--- config.mk ---
export PLATFORM = sky130hd
export DESIGN_NAME = segcache_xlate
export DESIGN_NICKNAME = d
export VERILOG_FILES = /design/src/rtl/segc_pkg.sv /design/src/rtl/segc_cache_bank.sv /design/src/rtl/segc_loader.sv /design/src/rtl/segc_xlate.sv /design/src/rtl/segcache_xlate.sv
export SDC_FILE = /design/constraint.sdc
export NUM_CORES = 1
export LEC_CHECK = 0
export CORE_AREA = 2 2 196 246
export DETAILED_ROUTE_END_ITERATION = 16
export DIE_AREA = 0 0 198 248
export DONT_BUFFER_PORTS = 1
export PLACE_DENSITY = 0.4
export SETUP_SLACK_MARGIN = 0.3
export SLEW_MARGIN = 20
export SYNTH_ARGS = -nofsm -noshare
export SYNTH_HDL_FRONTEND = slang
export SYNTH_SLANG_ARGS = --single-unit
--- constraint.sdc ---
create_clock -name clk -period 3.6 [get_ports clk]
set_input_delay 0.18 -clock clk [delete_from_list [all_inputs] [get_ports clk]]
set_output_delay 0.18 -clock clk [all_outputs]
set_load 0.02 [all_outputs]
--- src/rtl/segc_pkg.sv ---
package segc_pkg;

    localparam int BASE_W  = 24;
    localparam int LIMIT_W = 16;
    localparam int VAL_W   = 16;
    localparam int DESC_W  = 64;
    localparam int DUSED_W = 48;

    // Cache entry, ordered high to low as limit, rights byte, base.
    typedef struct packed {
        logic [LIMIT_W-1:0] limit;
        logic               present;
        logic [1:0]         dpl;
        logic               sflag;
        logic [2:0]         kind;     // [2] executable, [0] writable/readable
        logic               accessed;
        logic [BASE_W-1:0]  base;
    } seg_cache_t;

    typedef enum logic [1:0] {
        LD_OK   = 2'd0,
        LD_PROT = 2'd1,
        LD_NOTP = 2'd2
    } ld_err_e;

    typedef enum logic {
        LS_IDLE = 1'b0,
        LS_WAIT = 1'b1
    } ld_state_e;

    localparam logic [2:0] KIND_DATA_RW = 3'b001;
    localparam logic [2:0] KIND_CODE_RX = 3'b101;

    function automatic seg_cache_t reset_entry();
        seg_cache_t e;
        e.limit    = '1;
        e.present  = 1'b1;
        e.dpl      = 2'd0;
        e.sflag    = 1'b1;
        e.kind     = KIND_DATA_RW;
        e.accessed = 1'b1;
        e.base     = '0;
        return e;
    endfunction

    function automatic seg_cache_t real_code_entry(logic [BASE_W-1:0] b);
        seg_cache_t e;
        e      = reset_entry();
        e.kind = KIND_CODE_RX;
        e.base = b;
        return e;
    endfunction

    function automatic seg_cache_t decode_desc(logic [DUSED_W-1:0] d);
        seg_cache_t e;
        e.limit    = d[15:0];
        e.base     = d[39:16];
        e.accessed = d[40];
        e.kind     = d[43:41];
        e.sflag    = d[44];
        e.dpl      = d[46:45];
        e.present  = d[47];
        return e;
    endfunction

endpackage

--- src/rtl/segc_cache_bank.sv ---
module segc_cache_bank
    import segc_pkg::*;
#(
    parameter int NUM_SEGS = 4,
    localparam int IDX_W   = (NUM_SEGS > 1) ? $clog2(NUM_SEGS) : 1
) (
    input  logic                        clk,
    input  logic                        rst_n,
    input  logic                        wr_en,
    input  logic [IDX_W-1:0]            wr_idx,
    input  logic                        wr_full,
    input  seg_cache_t                  wr_ent,
    output seg_cache_t [NUM_SEGS-1:0]   entries
);

    for (genvar g = 0; g < NUM_SEGS; g++) begin : g_ent
        seg_cache_t ent_d, ent_q;

        always_comb begin
            ent_d = ent_q;
            if (wr_en && (wr_idx == IDX_W'(g))) begin
                if (wr_full) begin
                    ent_d = wr_ent;
                end else begin
                    ent_d.base = wr_ent.base;
                end
            end
        end

        always_ff @(posedge clk or negedge rst_n) begin
            if (!rst_n) begin
                ent_q <= reset_entry();
            end else begin
                ent_q <= ent_d;
            end
        end

        assign entries[g] = ent_q;
    end

endmodule

--- src/rtl/segc_loader.sv ---
module segc_loader
    import segc_pkg::*;
#(
    parameter int NUM_SEGS = 4,
    parameter int CS_INDEX = 0,
    localparam int IDX_W   = (NUM_SEGS > 1) ? $clog2(NUM_SEGS) : 1
) (
    input  logic                clk,
    input  logic                rst_n,
    input  logic                ld_valid,
    input  logic [IDX_W-1:0]    ld_seg,
    input  logic [VAL_W-1:0]    ld_value,
    input  logic                ld_prot,
    input  logic                ld_far,
    input  logic [BASE_W-1:0]   glb_base,
    input  logic [BASE_W-1:0]   loc_base,
    input  logic                rd_valid,
    input  logic [DESC_W-1:0]   rd_data,
    output logic                ld_busy,
    output logic                ld_done,
    output logic [1:0]          ld_err,
    output logic                rd_req,
    output logic [BASE_W-1:0]   rd_addr,
    output logic                wr_en,
    output logic [IDX_W-1:0]    wr_idx,
    output logic                wr_full,
    output seg_cache_t          wr_ent
);

    typedef struct packed {
        ld_state_e          st;
        logic [IDX_W-1:0]   seg;
        logic [BASE_W-1:0]  addr;
        logic               done;
        ld_err_e            err;
    } ld_reg_t;

    ld_reg_t    ld_d, ld_q;
    seg_cache_t fetched;
    logic       tgt_is_code;
    logic       unused_desc_hi;

    assign unused_desc_hi = ^rd_data[DESC_W-1:DUSED_W];
    assign fetched        = decode_desc(rd_data[DUSED_W-1:0]);
    assign tgt_is_code    = (ld_q.seg == IDX_W'(CS_INDEX));

    always_comb begin
        ld_d      = ld_q;
        ld_d.done = 1'b0;
        wr_en     = 1'b0;
        wr_idx    = ld_q.seg;
        wr_full   = 1'b0;
        wr_ent    = fetched;
        unique case (ld_q.st)
            LS_IDLE: begin
                if (ld_valid) begin
                    if (!ld_prot) begin
                        // real mode: base update, rights only on far code load
                        wr_en  = 1'b1;
                        wr_idx = ld_seg;
                        if ((ld_seg == IDX_W'(CS_INDEX)) && ld_far) begin
                            wr_full = 1'b1;
                            wr_ent  = real_code_entry({4'h0, ld_value, 4'h0});
                        end else begin
                            wr_ent.base = {4'h0, ld_value, 4'h0};
                        end
                        ld_d.done = 1'b1;
                        ld_d.err  = LD_OK;
                    end else if (ld_value[1:0] != 2'b00) begin
                        ld_d.done = 1'b1;
                        ld_d.err  = LD_PROT;
                    end else begin
                        ld_d.st   = LS_WAIT;
                        ld_d.seg  = ld_seg;
                        ld_d.addr = (ld_value[2] ? loc_base : glb_base)
                                  + {8'h00, ld_value[15:3], 3'b000};
                    end
                end
            end
            LS_WAIT: begin
                if (rd_valid) begin
                    ld_d.st   = LS_IDLE;
                    ld_d.done = 1'b1;
                    if (!fetched.sflag) begin
                        ld_d.err = LD_PROT;
                    end else if (tgt_is_code != fetched.kind[2]) begin
                        ld_d.err = LD_PROT;
                    end else if (!fetched.present) begin
                        ld_d.err = LD_NOTP;
                    end else begin
                        ld_d.err = LD_OK;
                        wr_en    = 1'b1;
                        wr_full  = 1'b1;
                    end
                end
            end
            default: ld_d.st = LS_IDLE;
        endcase
    end

    always_ff @(posedge clk or negedge rst_n) begin
        if (!rst_n) begin
            ld_q <= '{st: LS_IDLE, seg: '0, addr: '0, done: 1'b0, err: LD_OK};
        end else begin
            ld_q <= ld_d;
        end
    end

    assign ld_busy = (ld_q.st == LS_WAIT);
    assign rd_req  = (ld_q.st == LS_WAIT);
    assign rd_addr = ld_q.addr;
    assign ld_done = ld_q.done;
    assign ld_err  = ld_q.err;

endmodule

--- src/rtl/segc_xlate.sv ---
module segc_xlate
    import segc_pkg::*;
#(
    parameter int NUM_SEGS = 4,
    localparam int IDX_W   = (NUM_SEGS > 1) ? $clog2(NUM_SEGS) : 1
) (
    input  logic                        clk,
    input  logic                        rst_n,
    input  logic                        ac_valid,
    input  logic [IDX_W-1:0]            ac_seg,
    input  logic [LIMIT_W-1:0]          ac_ofs,
    input  logic                        ac_write,
    input  seg_cache_t [NUM_SEGS-1:0]   entries,
    output logic                        lin_valid,
    output logic                        lin_fault,
    output logic [BASE_W-1:0]           lin_addr
);

    typedef struct packed {
        logic              valid;
        logic              fault;
        logic [BASE_W-1:0] addr;
    } xl_reg_t;

    xl_reg_t    xl_d, xl_q;
    seg_cache_t sel;
    logic       over_limit;
    logic       bad_write;
    logic       reject;

    always_comb begin
        sel        = entries[ac_seg];
        over_limit = (ac_ofs > sel.limit);
        bad_write  = ac_write && (sel.kind[2] || !sel.kind[0]);
        reject     = over_limit || bad_write || !sel.present;

        xl_d       = xl_q;
        xl_d.valid = ac_valid && !reject;
        xl_d.fault = ac_valid && reject;
        if (ac_valid && !reject) begin
            xl_d.addr = sel.base + {{(BASE_W-LIMIT_W){1'b0}}, ac_ofs};
        end
    end

    always_ff @(posedge clk or negedge rst_n) begin
        if (!rst_n) begin
            xl_q <= '0;
        end else begin
            xl_q <= xl_d;
        end
    end

    assign lin_valid = xl_q.valid;
    assign lin_fault = xl_q.fault;
    assign lin_addr  = xl_q.addr;

endmodule

--- src/rtl/segcache_xlate.sv ---
module segcache_xlate
    import segc_pkg::*;
#(
    parameter int NUM_SEGS = 4,
    parameter int CS_INDEX = 0,
    localparam int IDX_W   = (NUM_SEGS > 1) ? $clog2(NUM_SEGS) : 1
) (
    input  logic                clk,
    input  logic                rst_n,
    input  logic                tbl_wr_en,
    input  logic                tbl_wr_local,
    input  logic [BASE_W-1:0]   tbl_wr_base,
    input  logic                ld_valid,
    input  logic [IDX_W-1:0]    ld_seg,
    input  logic [VAL_W-1:0]    ld_value,
    input  logic                ld_prot,
    input  logic                ld_far,
    output logic                ld_busy,
    output logic                ld_done,
    output logic [1:0]          ld_err,
    output logic                rd_req,
    output logic [BASE_W-1:0]   rd_addr,
    input  logic                rd_valid,
    input  logic [DESC_W-1:0]   rd_data,
    input  logic                ac_valid,
    input  logic [IDX_W-1:0]    ac_seg,
    input  logic [LIMIT_W-1:0]  ac_ofs,
    input  logic                ac_write,
    output logic                lin_valid,
    output logic                lin_fault,
    output logic [BASE_W-1:0]   lin_addr
);

    typedef struct packed {
        logic [BASE_W-1:0] glb;
        logic [BASE_W-1:0] loc;
    } tbl_reg_t;

    tbl_reg_t                  tbl_d, tbl_q;
    seg_cache_t [NUM_SEGS-1:0] entries;
    logic                      wr_en;
    logic [IDX_W-1:0]          wr_idx;
    logic                      wr_full;
    seg_cache_t                wr_ent;

    always_comb begin
        tbl_d = tbl_q;
        if (tbl_wr_en) begin
            if (tbl_wr_local) begin
                tbl_d.loc = tbl_wr_base;
            end else begin
                tbl_d.glb = tbl_wr_base;
            end
        end
    end

    always_ff @(posedge clk or negedge rst_n) begin
        if (!rst_n) begin
            tbl_q <= '0;
        end else begin
            tbl_q <= tbl_d;
        end
    end

    segc_loader #(.NUM_SEGS(NUM_SEGS), .CS_INDEX(CS_INDEX)) u_loader (
        .clk      (clk),
        .rst_n    (rst_n),
        .ld_valid (ld_valid),
        .ld_seg   (ld_seg),
        .ld_value (ld_value),
        .ld_prot  (ld_prot),
        .ld_far   (ld_far),
        .glb_base (tbl_q.glb),
        .loc_base (tbl_q.loc),
        .rd_valid (rd_valid),
        .rd_data  (rd_data),
        .ld_busy  (ld_busy),
        .ld_done  (ld_done),
        .ld_err   (ld_err),
        .rd_req   (rd_req),
        .rd_addr  (rd_addr),
        .wr_en    (wr_en),
        .wr_idx   (wr_idx),
        .wr_full  (wr_full),
        .wr_ent   (wr_ent)
    );

    segc_cache_bank #(.NUM_SEGS(NUM_SEGS)) u_bank (
        .clk     (clk),
        .rst_n   (rst_n),
        .wr_en   (wr_en),
        .wr_idx  (wr_idx),
        .wr_full (wr_full),
        .wr_ent  (wr_ent),
        .entries (entries)
    );

    segc_xlate #(.NUM_SEGS(NUM_SEGS)) u_xlate (
        .clk       (clk),
        .rst_n     (rst_n),
        .ac_valid  (ac_valid),
        .ac_seg    (ac_seg),
        .ac_ofs    (ac_ofs),
        .ac_write  (ac_write),
        .entries   (entries),
        .lin_valid (lin_valid),
        .lin_fault (lin_fault),
        .lin_addr  (lin_addr)
    );

endmodule

==> reports/results.tsv <==
stage	metric	value	unit
synthesis	Synth top area share	36.93	%
sta	endpoints failing setup	0	
synthesis	Most used DFF post-synth	dfrtp_1	
clock_network	Max Root-Sink Buffers	3	
grt	largest net degree at the start of global routing	277	
finish	register area	0.006997	mm2
power	internal power	0.006963	W
floorplan	die area	0.04910	mm2
sta	Rel. slew slack	40.86	%
synthesis	Cell Area, Synth	0.01382	mm2
power	Net Sw Frac	29.81	%
job	total of max-cap violations	0	
outcome	failing checks	negative hold slack	
floorplan	Top-Level Pins	189	
sta	Hold WS	-0.6450	ns
synthesis	register bit total from synthesis	276	
sta	Worst-Margin Slew	0.8853	ns
outcome	status	finished with violations	
finish	ratio of cells with drive above 1 in the final layout	22.89	%
worst_setup_path	Critical Path Start Type	flip-flop	
finish	most frequent cells in the layout	dfrtp_1 (204), nand2_1 (142), a21oi_1 (119), nor2_1 (108), o21ai_0 (101)	
power	Switch Pwr	0.002958	W
synthesis	unique cell type count in the Yosys netlist	63	
floorplan	Chip Height	248	um
finish	Area Overhead vs Synth	20.00	%
detailed_routing	final WL	39.00	mm
place	Routability Congestion	0.8143	
grt	first-pass GRT wire length	59.37	mm
clock_network	clock root buffer	clkbuf_16	
worst_setup_path	WP data required	4.02	ns
clock_network	Clock Latency Late Sink	0.55	ns
floorplan	# rows	89	
finish	Fill cells	4751	
clock_network	TritonCTS clock tree	done	
synthesis	gate count of the mapped netlist	1255	
synthesis	yosys warns	0	
detailed_routing	routed length per instance	19.70	um
synthesis	post-synth top area cell	dfrtp_1	
clock_network	CTS HTree Levels	2	
power	Comb power frac	20.2	%
detailed_routing	antenna-violating nets left	0	
floorplan	Initial Util	29.49	%
floorplan	Die W	198	um
synthesis	Net Count, Synth	1436	
min_path	Worst Hold Class	in -> async	
clock_network	Clock transition at path regs	0.06	ns
synthesis	Async SR Flop Fraction	100.0	%
synthesis	Avg Synthesized Cell Area	11.02	um2
detailed_routing	Pre-antenna DRT Iters	4	
power	peak supply drop	0.3142	mV
detailed_routing	via/cell ratio	4.730	
power	Clk pwr share	36.7	%
grt	initial antenna violation count	1	
worst_setup_path	CP Class	reg -> reg	
clock_network	CTS Hold Buffers Added	91	
clock_network	# clock sinks	276	
floorplan	core box area	0.04688	mm2
finish	multi-input logic area	0.006367	mm2
sta	Final Cycle Share	89.33	%
sta	TNS Setup	0	ns
sta	final hold vios	276	
sta	Worst Skew	0.02240	ns
synthesis	sequential area share after synthesis	50.61	%
grt	total grt overflow	0	
synthesis	synth top area cells	dfrtp_1 (37%), dfstp_2 (14%), mux2_2 (6.8%)	
finish	Layout Nets	1495	
finish	Finished Layout Cells	1979	
place	HPWL Detailed	25.66	mm
sta	fin. max-slew vios	0	
worst_setup_path	r2r setup slk	0.38	ns
place	placed cell count	1817	
sta	fin crit period	3.216	ns
power	sequential share of power	43.1	%
detailed_routing	via count	9361	
finish	most common cell after layout, fill and taps aside	dfrtp_1	
sta	unrepaired setup endpoints after global routing	yes	
power	Power Dens Cells	598.0	mW/mm2
clock_network	Num CTS Buffers	35	
detailed_routing	Initial DRC Count	351	
worst_setup_path	worst-path fanout max	6	
worst_setup_path	Setup crit end kind	flip-flop	
grt	number of global-route vias before repair	9845	
worst_setup_path	Crit path arrival time	3.64	ns
synthesis	Post-synth EDFFs	0	
detailed_routing	drc violations	0	
power	Leak	6.814	nW
place	IO Port Bufs	0	
sta	maximum clock rate	0.3109	GHz
grt	GRT Util Overall	16.07	%
==> timing repair <==
item,CTS,global route
endpoints found under the setup margin,0,24
setup buffers,0,3
gates resized for setup,0,39
endpoints found under the hold margin,496,276
==> sequential cells by signal, summed over array words and instances, names as in the netlist <==
name and count:
u_bank.entries 172, tbl_q 48, u_loader.rd_addr 24, u_xlate.lin_addr 24, u_loader.ld_err 2, u_loader.ld_q 2, u_loader.ld_busy 1, u_loader.ld_done 1
u_xlate.lin_fault 1, u_xlate.lin_valid 1
==> metal layers <==
metal  global-route usage (%)  wire length (um)  vias up
met4                    5.551              1003        0
met2                    27.27             18950      179
li1                         -                 -     4549
met5                        0                 0        -
met3                    4.280              2376       55
met1                    19.72             16660     4578
==> worst max-delay path, cell delays in order (launching register included) <==
cell       delay (ns)
dfstp_2          0.37
mux4_2           0.56
ha_4             0.30
nand4_1          0.07
or4_4            0.54
nor3b_4          0.17
a221oi_2         0.30
and2_4           0.29
clkbuf_16        0.19
mux2_4           0.30
==> cell usage after synthesis (3+ instances only) <==
master    instances
nand3b_1          3
buf_2            28
and2_1            7
mux2_1           10
a21oi_1         119
clkbuf_1         28
xnor2_1          22
buf_1             3
mux2_2           83
nor2_1          108
nand4_1           7
a21o_1           11
nand2b_1          7
o211ai_1          6
buf_4            29
a211o_1           3
dfstp_2          72
mux2i_1          24
or2_2             4
buf_6             3
nor3_1           10
nand3_1          11
mux4_2           41
o21ai_1          19
dfrtp_1         204
ha_1             45
inv_1            26
o21bai_1          4
and3_1            5
a211oi_1          5
nor3b_1           4
nor2b_1           7
nand2_1         142
xor2_1           15
o21a_1            5
o21ai_0         102
o31ai_1           3
==> through the flow <==
step	cell area [um2]	utilization (%)	power, W	setup WS (ns)	hold slack (ns)
2_1_floorplan	13870	-	0.005822	0.3003	-0.1156
3_3_place_gp	14250	30.40	0.006129	0.3714	-0.1019
3_5_place_dp	14250	30.40	0.006165	0.3399	-0.09828
4_1_cts	16340	34.86	0.01001	0.3139	-0.7018
5_1_grt	16590	35.38	0.01051	0.2342	-0.6803
6_report	16590	35.39	0.009921	0.3840	-0.6450
==> path summary, 6_finish.rpt <==
path                                                      start                               end  cells past startpoint
max in group asynchronous                                 rst_n   u_xlate.lin_addr[9]$_DFFE_PN0P_                      0
worst min-delay path                                      rst_n    u_bank.entries[27]$_DFFE_PN0P_                      0
min in group clk                                    rd_data[23]     u_bank.entries[7]$_DFFE_PN0P_                      2
worst min register to register   u_bank.entries[36]$_DFFE_PN1P_    u_bank.entries[36]$_DFFE_PN1P_                      2
worst max-delay path            u_bank.entries[176]$_DFFE_PN1P_  u_xlate.lin_addr[13]$_DFFE_PN0P_                      9
worst max register to register  u_bank.entries[176]$_DFFE_PN1P_  u_xlate.lin_addr[13]$_DFFE_PN0P_                      9
==> power groups by stage <==
stage	sequential (W)	combinational, W	clock [W]
after floorplan	0.00407	0.00175	0
after global placement	0.00433	0.00180	0
after detailed placement	0.00434	0.00183	0
after CTS	0.00429	0.00194	0.00379
after global routing	0.00436	0.00226	0.00389
final	0.00428	0.00200	0.00364
==> cell type report <==
class	instances	area share (%)
tap	637	4.804
clock inverter	10	0.8673
timing repair buffer	115	6.909
inverter	26	0.5883
antenna	1	0.01508
clock buffer	54	6.260
sequential	276	42.18
multi-input combinational	860	38.38
==> kinds of logic after synthesis <==
logic type,count (synthesis),share of synthesized area (%)
xor gates and xnor gates,37,2.344
AOI/OAI and AO/OA,294,11.95
DFF,276,50.61
and+or+nand+nor,324,10.11
adders and majority gates,47,4.362
muxes,158,15.99
buffers and inverters,119,4.634
Power figures use the tool's default switching activity.
